==> src/rtl/mbus_pkg.sv <==
package mbus_pkg;

  localparam int STAT_W = 4;

  typedef enum logic [2:0] {
    BS_IDLE,
    BS_T1,
    BS_T2,
    BS_TW,
    BS_T3,
    BS_T4
  } bus_st_e;

  typedef struct packed {
    logic       wr;
    logic       io;
    logic       ie;
    logic [1:0] seg;
  } cyc_attr_t;

  function automatic logic [STAT_W-1:0] status_nib(input cyc_attr_t a);
    return {1'b0, a.ie, a.seg};
  endfunction

  function automatic logic strobe_phase(input bus_st_e s);
    return (s == BS_T2) || (s == BS_TW) || (s == BS_T3);
  endfunction

endpackage

==> src/rtl/mbus_fsm.sv <==
module mbus_fsm
  import mbus_pkg::*;
(
  input  logic    clk,
  input  logic    rst,
  input  logic    req_valid,
  input  logic    ready_in,
  output bus_st_e st_q,
  output bus_st_e st_nxt,
  output logic    accept,
  output logic    req_ready
);

  assign req_ready = (st_q == BS_IDLE) || (st_q == BS_T4);
  assign accept    = req_valid && req_ready;

  always_comb begin
    st_nxt = st_q;
    unique case (st_q)
      BS_IDLE: st_nxt = accept ? BS_T1 : BS_IDLE;
      BS_T1:   st_nxt = BS_T2;
      BS_T2:   st_nxt = ready_in ? BS_T3 : BS_TW;
      BS_TW:   st_nxt = ready_in ? BS_T3 : BS_TW;
      BS_T3:   st_nxt = BS_T4;
      BS_T4:   st_nxt = accept ? BS_T1 : BS_IDLE;
      default: st_nxt = BS_IDLE;
    endcase
  end

  always_ff @(posedge clk) begin
    if (rst) st_q <= BS_IDLE;
    else     st_q <= st_nxt;
  end

endmodule

==> src/rtl/mbus_req_reg.sv <==
module mbus_req_reg
  import mbus_pkg::*;
#(
  parameter int ADDR_W = 20,
  parameter int DATA_W = 8
) (
  input  logic              clk,
  input  logic              rst,
  input  logic              accept,
  input  logic [ADDR_W-1:0] in_addr,
  input  logic [DATA_W-1:0] in_wdata,
  input  cyc_attr_t         in_attr,
  output logic [ADDR_W-1:0] addr_nxt,
  output logic [DATA_W-1:0] wdata_nxt,
  output cyc_attr_t         attr_nxt,
  output cyc_attr_t         attr_q
);

  logic [ADDR_W-1:0] addr_q;
  logic [DATA_W-1:0] wdata_q;

  assign addr_nxt  = accept ? in_addr  : addr_q;
  assign wdata_nxt = accept ? in_wdata : wdata_q;
  assign attr_nxt  = accept ? in_attr  : attr_q;

  always_ff @(posedge clk) begin
    if (rst) begin
      addr_q  <= '0;
      wdata_q <= '0;
      attr_q  <= '0;
    end else begin
      addr_q  <= addr_nxt;
      wdata_q <= wdata_nxt;
      attr_q  <= attr_nxt;
    end
  end

endmodule

==> src/rtl/mbus_pin_drv.sv <==
module mbus_pin_drv
  import mbus_pkg::*;
#(
  parameter int ADDR_W = 20,
  parameter int DATA_W = 8,
  localparam int MID_W = ADDR_W - DATA_W - STAT_W
) (
  input  logic              clk,
  input  logic              rst,
  input  bus_st_e           st_nxt,
  input  logic [ADDR_W-1:0] addr_nxt,
  input  logic [DATA_W-1:0] wdata_nxt,
  input  cyc_attr_t         attr_nxt,
  output logic [DATA_W-1:0] ad_out,
  output logic              ad_oe,
  output logic [MID_W-1:0]  a_hi,
  output logic [STAT_W-1:0] as_hi,
  output logic              ale,
  output logic              rd_n,
  output logic              wr_n,
  output logic              io_sel,
  output logic              dir_tx,
  output logic              buf_en_n,
  output logic              done
);

  logic [DATA_W-1:0] ad_d;
  logic [STAT_W-1:0] as_d;
  logic              oe_d, ale_d, rd_d, wr_d, io_d, dir_d, buf_d, done_d;
  logic              in_cycle;

  assign in_cycle = (st_nxt != BS_IDLE);

  always_comb begin
    ad_d   = ad_out;
    as_d   = as_hi;
    io_d   = io_sel;
    dir_d  = dir_tx;
    oe_d   = 1'b0;
    ale_d  = 1'b0;
    rd_d   = 1'b1;
    wr_d   = 1'b1;
    buf_d  = 1'b1;
    done_d = 1'b0;
    unique case (st_nxt)
      BS_T1: begin
        ad_d  = addr_nxt[DATA_W-1:0];
        as_d  = addr_nxt[ADDR_W-1 -: STAT_W];
        oe_d  = 1'b1;
        ale_d = 1'b1;
        io_d  = attr_nxt.io;
        dir_d = attr_nxt.wr;
      end
      BS_T2, BS_TW, BS_T3: begin
        as_d  = status_nib(attr_nxt);
        rd_d  = attr_nxt.wr;
        wr_d  = !attr_nxt.wr;
        buf_d = 1'b0;
        oe_d  = attr_nxt.wr;
        if (attr_nxt.wr) ad_d = wdata_nxt;
      end
      BS_T4: begin
        as_d   = status_nib(attr_nxt);
        oe_d   = attr_nxt.wr;
        done_d = 1'b1;
        if (attr_nxt.wr) ad_d = wdata_nxt;
      end
      default: ;
    endcase
  end

  always_ff @(posedge clk) begin
    if (rst) begin
      ad_out   <= '0;
      as_hi    <= '0;
      ad_oe    <= 1'b0;
      ale      <= 1'b0;
      rd_n     <= 1'b1;
      wr_n     <= 1'b1;
      io_sel   <= 1'b0;
      dir_tx   <= 1'b0;
      buf_en_n <= 1'b1;
      done     <= 1'b0;
    end else begin
      ad_out   <= ad_d;
      as_hi    <= as_d;
      ad_oe    <= oe_d;
      ale      <= ale_d;
      rd_n     <= rd_d;
      wr_n     <= wr_d;
      io_sel   <= io_d;
      dir_tx   <= dir_d;
      buf_en_n <= buf_d;
      done     <= done_d;
    end
  end

  generate
    if (MID_W > 0) begin : g_mid
      always_ff @(posedge clk) begin
        if (rst)           a_hi <= '0;
        else if (in_cycle) a_hi <= addr_nxt[DATA_W +: MID_W];
      end
    end
  endgenerate

endmodule

==> src/rtl/mbus_rd_cap.sv <==
module mbus_rd_cap
  import mbus_pkg::*;
#(
  parameter int DATA_W = 8
) (
  input  logic              clk,
  input  logic              rst,
  input  bus_st_e           st_q,
  input  cyc_attr_t         attr_q,
  input  logic [DATA_W-1:0] ad_in,
  output logic [DATA_W-1:0] rd_data
);

  always_ff @(posedge clk) begin
    if (rst)                                rd_data <= '0;
    else if (st_q == BS_T3 && !attr_q.wr)   rd_data <= ad_in;
  end

endmodule

==> src/rtl/mbus_seq.sv <==
module mbus_seq
  import mbus_pkg::*;
#(
  parameter int ADDR_W = 20,
  parameter int DATA_W = 8,
  localparam int MID_W = ADDR_W - DATA_W - STAT_W
) (
  input  logic              clk,
  input  logic              rst,
  input  logic              req_valid,
  output logic              req_ready,
  input  logic [ADDR_W-1:0] req_addr,
  input  logic              req_write,
  input  logic              req_io,
  input  logic [DATA_W-1:0] req_wdata,
  input  logic              req_ie,
  input  logic [1:0]        req_seg,
  input  logic              ready_in,
  input  logic [DATA_W-1:0] ad_in,
  output logic [DATA_W-1:0] ad_out,
  output logic              ad_oe,
  output logic [MID_W-1:0]  a_hi,
  output logic [STAT_W-1:0] as_hi,
  output logic              ale,
  output logic              rd_n,
  output logic              wr_n,
  output logic              io_sel,
  output logic              dir_tx,
  output logic              buf_en_n,
  output logic [DATA_W-1:0] rd_data,
  output logic              done
);

  bus_st_e           st_q, st_nxt;
  logic              accept;
  logic [ADDR_W-1:0] addr_nxt;
  logic [DATA_W-1:0] wdata_nxt;
  cyc_attr_t         attr_in, attr_nxt, attr_q;

  assign attr_in = '{wr: req_write, io: req_io, ie: req_ie, seg: req_seg};

  mbus_fsm u_fsm (
    .clk(clk), .rst(rst), .req_valid(req_valid), .ready_in(ready_in),
    .st_q(st_q), .st_nxt(st_nxt), .accept(accept), .req_ready(req_ready)
  );

  mbus_req_reg #(.ADDR_W(ADDR_W), .DATA_W(DATA_W)) u_req (
    .clk(clk), .rst(rst), .accept(accept),
    .in_addr(req_addr), .in_wdata(req_wdata), .in_attr(attr_in),
    .addr_nxt(addr_nxt), .wdata_nxt(wdata_nxt), .attr_nxt(attr_nxt),
    .attr_q(attr_q)
  );

  mbus_pin_drv #(.ADDR_W(ADDR_W), .DATA_W(DATA_W)) u_pins (
    .clk(clk), .rst(rst), .st_nxt(st_nxt), .addr_nxt(addr_nxt),
    .wdata_nxt(wdata_nxt), .attr_nxt(attr_nxt),
    .ad_out(ad_out), .ad_oe(ad_oe), .a_hi(a_hi), .as_hi(as_hi),
    .ale(ale), .rd_n(rd_n), .wr_n(wr_n), .io_sel(io_sel),
    .dir_tx(dir_tx), .buf_en_n(buf_en_n), .done(done)
  );

  mbus_rd_cap #(.DATA_W(DATA_W)) u_rd (
    .clk(clk), .rst(rst), .st_q(st_q), .attr_q(attr_q),
    .ad_in(ad_in), .rd_data(rd_data)
  );

endmodule

==> config.mk <==
export PLATFORM = sky130hd
export DESIGN_NAME = mbus_seq
export DESIGN_NICKNAME = d
export VERILOG_FILES = /design/src/rtl/mbus_pkg.sv /design/src/rtl/mbus_fsm.sv /design/src/rtl/mbus_req_reg.sv /design/src/rtl/mbus_pin_drv.sv /design/src/rtl/mbus_rd_cap.sv /design/src/rtl/mbus_seq.sv
export SDC_FILE = /design/constraint.sdc
export NUM_CORES = 1
export LEC_CHECK = 0
export BUFFER_PORTS_ARGS = -buffer_cell sky130_fd_sc_hd__buf_4
export CAP_MARGIN = 20
export CORE_AREA = 2 2 83 85
export CTS_CLUSTER_DIAMETER = 100
export DETAILED_ROUTE_END_ITERATION = 12
export DIE_AREA = 0 0 85 87
export GPL_TIMING_DRIVEN = 0
export PLACE_DENSITY = 0.65
export SYNTH_ARGS = -nofsm -noshare
export SYNTH_HDL_FRONTEND = slang
export SYNTH_SLANG_ARGS = --single-unit
==> constraint.sdc <==
create_clock -name clk -period 2.36 [get_ports clk]
set_clock_uncertainty 0.1 [all_clocks]
set_input_delay 0.236 -clock clk [delete_from_list [all_inputs] [get_ports clk]]
set_output_delay 0.236 -clock clk [all_outputs]
set_load 0.02 [all_outputs]
==> key figures, run 1 <==
Yosys
  – Post-synthesis sequential element count: 67
  – Most used flip-flop cell after synthesis: dfxtp_1
  – Synth Area in Compound Gates: 0.210
  – YS warnings: 0
  – Cell count after synthesis: between 300 and 400
  – Portion of the post-synthesis area used by sequential elements: 0.476
  – Dominant combinational cell family by area after synthesis: compound AO/OA/AOI/OAI gates
  – Mux contribution to synthesized area: 0.0710
  – Adder-cell share of the synthesized area: 0
  – Post-synthesis instance area: 2820 um2
  – Synthesized-area fraction occupied by xor and xnor cells: 0.0155
  – Async set-reset flop share out of synthesis: 0
  – Basic-gate share of the synthesized area counting and, or, nand and nor cells: 0.177
  – EDFF count, synth: 0
  – Net count of the mapped netlist: 356
  – Cell variety after synth: between 40 and 50
  – Post-synthesis average cell area: just over 9 um2

Layout
  – Fill cell total of the finished layout: about 600
  – Utilization after layout: 0.578
  – Most frequent cells in the layout: 83 x buf_4, 67 x dfxtp_1, 66 x nand2_1
  – Most common library cell in the layout ignoring fill and taps: buf_4
  – Layout overhead on the synthesized area: 34.6%
  – Post-layout instance count excluding filler cells: 488
  – Share of post-route cells with drive strength above 1: 0.299
  – Design Area, Final: around 3800 um2
  – Number of antenna repair diodes: 0
  – Post-layout net count: between 400 and 500

Run status
  – Status: finished clean

Drt
  – Vias after detailed routing: approximately 2500
  – Wirelength, routed: 7300 um
  – DRC violations left: 0
  – Average vias per placed instance: just over 5
  – DRC marker count from the first detailed-route iteration: ~110
  – Antenna Violating Nets Remaining: 0
  – Post-DR wirelength/cell: 15.0 um
  – Number of search-and-repair iterations in the first detailed-routing pass: 4

Timing
  – Final worst hold slack: around 0.011 ns
  – Hold Vio Cnt, Final: 0
  – Summed negative setup slack over all endpoints: 0 ns
  – Share of the clock period used by the worst path after layout: 0.722
  – Slew Limit Fails: 0
  – Setup slack after layout: between 0.6 and 0.7 ns
  – Worst-case headroom to the max-slew limit: 0.654
  – Maximum operating frequency: just under 600 MHz
  – Measured slew at the worst slew-check pin: 0.519 ns
  – Clock period minus worst slack: 1.70 ns
  – Unrepaired setup endpoints after global routing: no
  – Final setup violation count: 0

Pwr
  – Combinational Power Share: 0.221
  – Switching share of power: 0.284
  – Power density over cell area: between 800 and 900 nW/um2
  – Leakage power: 1.62 nW
  – NetSw: about 0.94 mW
  – Power after layout: approximately 3.3 mW
  – Internal Pwr Total: ~2.4 mW
  – Fraction of power consumed by sequential logic: 0.392
  – Fraction of power consumed by the clock network: 0.386
  – Highest ir drop seen on vdd: about 0.44 mV

Setup path
  – Startpoint types: register
  – Endpoint class of the critical path: register
  – Largest incremental delay on the critical path: 0.31 ns
  – Worst flop-to-flop path startpoint: u_fsm.st_q[0]
  – Slowest stage cell, crit path: dfxtp_1
  – Destination of the worst register-to-register timing path: u_rd.rd_data[7]
  – Critical path, cell by cell: buf_6 -> nor2_2 -> buf_2 -> nand3_1 -> nand2_1 -> a21oi_1
  – Kind of critical path: register to register
  – Crit-path max FO: 10
  – Crit path required time: 2.49 ns
  – Worst EP arrival: 1.83 ns
  – Register-to-register setup slack: ~0.66 ns
  – Register-to-Register Path Depth: 6

Global route
  – Remaining global-route overflow: 0
  – First-pass GRT wire length: around 12000 um
  – Number of global-route vias before repair: 2422
  – All-layer global routing usage: 0.207
  – Pin count of the biggest net entering global routing: 13
  – Initial antenna violation count: 0

Worst hold path
  – Type of the worst min-delay path: input pin to register
  – End of the worst hold path: u_pins.as_hi[2]
  – Min-delay src: req_addr[18]
  – Worst Hold Path Cells: 2

Floorplanning
  – Initial core utilization: 0.429
  – Cell row count: 30
  – Top-level port count: 82
  – Width of the die: 85 um
  – Area of the placeable core: roughly 6600 um2
  – Overall die height: a little under 90 um
  – Floorplan die area: approximately 7400 um2

Clocking
  – Root buffer cell: clkbuf_8
  – Insertion delay to the later sink of the worst-skew pair: between 0.3 and 0.4 ns
  – CTS sink cnt: between 60 and 70
  – Number of buffers inserted during clock tree synthesis: 9
  – Clock tree buffer depth: 2
  – Count of cells resized by post-cts repair: 0
  – CTS tree: yes
  – Reg clk slew, reported paths: 0.08 ns
  – Count of H-tree levels built during CTS: 3

Place
  – Port-buffer cells: 80
  – Post-placement cell area: about 3500 um2
  – Routability cong.: 0.836
  – Number of cells in the design after placement: approximately 470
  – Post-placement worst setup slack: roughly 0.66 ns
  – Detailed placer's ending HPWL: between 5000 and 6000 um

Run
  – Count of maximum capacitance violations: 0
-- what timing repair did --
action / CTS / global route
hold buffers: 1 / 0
hold endpoints to repair: 1 / 0
setup buffers: 0 / 0
-- worst max-delay path by stage --
stage / to / slack [ns] / depth (start not counted) / start
6_report: u_rd.rd_data[7] / 0.66 / 6 / u_fsm.st_q[0]
5_1_grt: u_rd.rd_data[6] / 0.52 / 6 / u_fsm.st_q[0]
4_1_cts: u_rd.rd_data[6] / 0.65 / 6 / u_fsm.st_q[0]
3_5_place_dp: u_rd.rd_data[0] / 0.66 / 6 / u_fsm.st_q[0]
3_3_place_gp: u_rd.rd_data[0] / 0.69 / 6 / u_fsm.st_q[0]
2_1_floorplan: u_pins.as_hi[2] / 0.86 / 5 / u_fsm.st_q[0]
-- registers in the layout, summed over array words and instances, names as in the netlist, 3 cells and up --
register	count
u_pins.a_hi	8
u_pins.ad_out	8
u_req.addr_q	16
u_req.wdata_q	8
u_req.attr_q	4
u_fsm.st_q	3
u_rd.rd_data	8
u_pins.as_hi	4
-- power groups by stage --
| stage | combinational, mW | clock (mW) | sequential [mW] |
|---|---|---|---|
| global route | 0.802 | 1.35 | 1.32 |
| floorplan | 0.400 | 0 | 1.40 |
| detailed placement | 0.736 | 0 | 1.33 |
| CTS | 0.741 | 1.30 | 1.31 |
| global placement | 0.730 | 0 | 1.33 |
| finish | 0.737 | 1.29 | 1.31 |
-- kinds of logic (layout without fill, tap and decap cells) --
logic type | count (synthesis) | in the layout
AND/OR/NAND/NOR | 107 | 107
AO/OA/AOI/OAI | 91 | 91
flip-flops | 67 | 67
buffers and inverters | 25 | 122
multiplexers | 19 | 19
XOR/XNOR | 2 | 2
-- per-layer routing --
layer	track usage	vias to the layer above	wire length, um	share of wire
li1	-	1270	-	-
met1	0.269	1168	3410	0.47
met2	0.323	64	3330	0.46
met3	0.0569	13	430	0.059
met4	0.0895	0	133	0.018
met5	0	-	0	0
-- area by class of cell --
| type | instances | area (um2) | share of cell area |
|---|---|---|---|
| Buffer | 21 | 129 | 0.0340 |
| Clock buffer | 10 | 128 | 0.0336 |
| Clock inverter | 6 | 136 | 0.0359 |
| Inverter | 4 | 15.0 | 0.00396 |
| Multi-Input combinational cell | 219 | 1330 | 0.352 |
| Sequential cell | 67 | 1340 | 0.354 |
| Tap cell | 80 | 100 | 0.0264 |
| Timing Repair Buffer | 81 | 611 | 0.161 |
-- synthesized netlist by cell type, drive strengths merged, types with 2 or more instances --
| cell | number | area, um2 |
|---|---|---|
| mux2 | 2 | 30.0 |
| and2 | 2 | 12.5 |
| or2 | 2 | 12.5 |
| nor2b | 6 | 37.5 |
| mux2i | 17 | 170 |
| inv | 3 | 11.3 |
| buf | 16 | 110 |
| a21o | 2 | 15.0 |
| dfxtp | 67 | 1340 |
| a21oi | 42 | 214 |
| nand2b | 2 | 12.5 |
| nand2 | 67 | 259 |
| nor2 | 18 | 82.6 |
| clkbuf | 5 | 18.8 |
| a2bb2oi | 8 | 70.1 |
| o21ai | 7 | 38.8 |
| nor3 | 2 | 21.3 |
| a32o | 8 | 80.1 |
| a211oi | 10 | 75.1 |
| o22ai | 8 | 50.1 |
-- worst max-delay path, delay by kind of cell, from the launching register on --
family / cells / cell delay [ns]
AOI/OAI and AO/OA: 1 / 0.07
DFF: 1 / 0.31
buffers and inverters: 2 / 0.42
and+or+nand+nor: 3 / 0.66
(Power assumes the default switching activity.)
==> run 2, diff against run 1 <==
Clock period 2.36 ns to 1.6 ns, I/O delays scaled along.
==> key figures, run 2 (same netlist as run 1, synthesis figures left out) <==
Run status
  – Status: complete, but fails checks
  – Violations in the final reports: setup timing

Worst hold path
  – Type of the worst min-delay path: input pin to register

Floorplanning
  – Top-level port count: between 80 and 90
  – Initial core utilization: 0.429
  – Area of the placeable core: ~6600 um2
  – Overall die height: 87 um
  – Floorplan die area: approximately 7400 um2
  – Width of the die: between 80 and 90 um
  – Cell row count: 30

Clocking
  – Reg clk slew, reported paths: around 0.07 ns
  – CTS sink cnt: 67
  – Insertion delay to the later sink of the worst-skew pair: between 0.3 and 0.4 ns
  – Root buffer cell: clkbuf_8
  – Count of H-tree levels built during CTS: 3
  – Clock tree buffer depth: 2
  – Number of buffers inserted during clock tree synthesis: 9
  – CTS tree: yes

Timing
  – Clock period minus worst slack: ~1.6 ns
  – Share of the clock period used by the worst path after layout: 1.00
  – Hold Vio Cnt, Final: 0
  – Setup slack after layout: -0.00237 ns
  – Final setup violation count: 2
  – Final worst hold slack: 0.0144 ns
  – Worst-case headroom to the max-slew limit: 0.632
  – Measured slew at the worst slew-check pin: between 0.5 and 0.6 ns
  – Slew Limit Fails: 0
  – Maximum operating frequency: between 600 and 700 MHz
  – Unrepaired setup endpoints after global routing: yes

Setup path
  – Kind of critical path: register to register
  – Crit-path max FO: 9
  – Worst EP arrival: approximately 1.8 ns
  – Endpoint class of the critical path: register
  – Crit path required time: ~1.7 ns
  – Startpoint types: register

Layout
  – Layout overhead on the synthesized area: 57.8%
  – Fill cell total of the finished layout: between 500 and 600
  – Post-layout net count: 493
  – Design Area, Final: between 4000 and 5000 um2
  – Most common library cell in the layout ignoring fill and taps: buf_4
  – Multi-input logic area: between 1000 and 1500 um2
  – Storage element area: 1350 um2
  – Most flops, register: u_req.addr_q
  – Share of post-route cells with drive strength above 1: 0.347
  – Flip-flop count of the largest register after layout: 16
  – Number of antenna repair diodes: 0
  – Most frequent cells in the layout: 88 x buf_4, 64 x nand2_1, 64 x dfxtp_1

Run
  – Count of maximum capacitance violations: 0

Place
  – Port-buffer cells: 80
  – Detailed placer's ending HPWL: 5200 um
  – Routability cong.: 0.836
  – Post-placement cell area: approximately 3500 um2

Drt
  – DRC violations left: 0
  – DRC marker count from the first detailed-route iteration: between 100 and 150
  – Wirelength, routed: 8230 um
  – Average vias per placed instance: 5.20
  – Vias after detailed routing: about 2800
  – Antenna Violating Nets Remaining: 0
  – Number of search-and-repair iterations in the first detailed-routing pass: 5
  – Post-DR wirelength/cell: ~15 um

Global route
  – Pin count of the biggest net entering global routing: 13
  – All-layer global routing usage: 0.223
  – First-pass GRT wire length: approximately 13000 um
  – Initial antenna violation count: 0
  – Number of global-route vias before repair: between 2000 and 3000
  – Remaining global-route overflow: 0

Pwr
  – Highest ir drop seen on vdd: 0.633 mV
  – Power density over cell area: about 1200 nW/um2
  – Leakage power: about 1.9 nW
run 2: worst paths after layout:
| check | from | to | slack [ns] | cells past startpoint |
|---|---|---|---|---|
| min reg2reg | u_rd.rd_data[1] | u_rd.rd_data[1] | 0.36 | 2 |
| min | req_addr[17] | u_pins.as_hi[1] | 0.01 | 3 |
| max reg2reg | u_fsm.st_q[2] | u_pins.ad_out[1] | -0.002 | 6 |
| max | u_fsm.st_q[2] | u_pins.ad_out[1] | -0.002 | 6 |
run 2: where the power goes:
part / internal [mW] / switching [mW] / leakage [nW] / total [mW]
Sequential: 1.83 / 0.107 / 0.551 / 1.94
Combinational: 0.633 / 0.674 / 1.19 / 1.31
Clock: 1.20 / 0.688 / 0.127 / 1.89
Total: 3.67 / 1.47 / 1.87 / 5.13
run 2: routing by layer:
metal,up-vias,part of all wire,GRT usage
li1,1361,-,-
met1,1314,0.43,0.273
met2,84,0.49,0.369
met3,13,0.065,0.0569
met4,0,0.018,0.105
met5,-,0,0
run 2: repair_timing:
action                                 CTS  global route
setup buffers                            0             8
setup endpoints to repair               21            25
hold buffers                            38             0
pin swaps                                1            10
gates cloned                             0             1
endpoints found under the hold margin   39             0
gates resized for setup                 11            39
run 2: layout make-up:
class	count	area share
Clock buffer	10	0.0287
Timing Repair Buffer	127	0.238
Clock inverter	6	0.0307
Inverter	4	0.00366
Buffer	20	0.0394
Sequential cell	67	0.303
Multi-Input combinational cell	219	0.334
Tap cell	80	0.0225
run 2: metrics by stage:
step / instances / utilization / worst slack (ns) / setup TNS (ns) / power [mW]
finish: 533 / 0.677 / -0.00237 / -0.00367 / 5.13
global route: 533 / 0.677 / -0.0779 / -0.767 / 5.35
CTS: 525 / 0.640 / -0.00202 / -0.00202 / 5.02
detailed placement: 471 / 0.536 / -0.104 / -1.05 / 3.05
global placement: 471 / 0.536 / -0.0748 / -0.823 / 3.03
floorplan: 311 / - / 0.0970 / 0 / 2.65
run 2: worst max-delay path, stage by stage (launching register included):
cell,delay [ns]
dfxtp_2,0.34
buf_2,0.15
or2_1,0.25
buf_6,0.16
o22ai_1,0.13
a2bb2oi_1,0.11
a32o_1,0.26
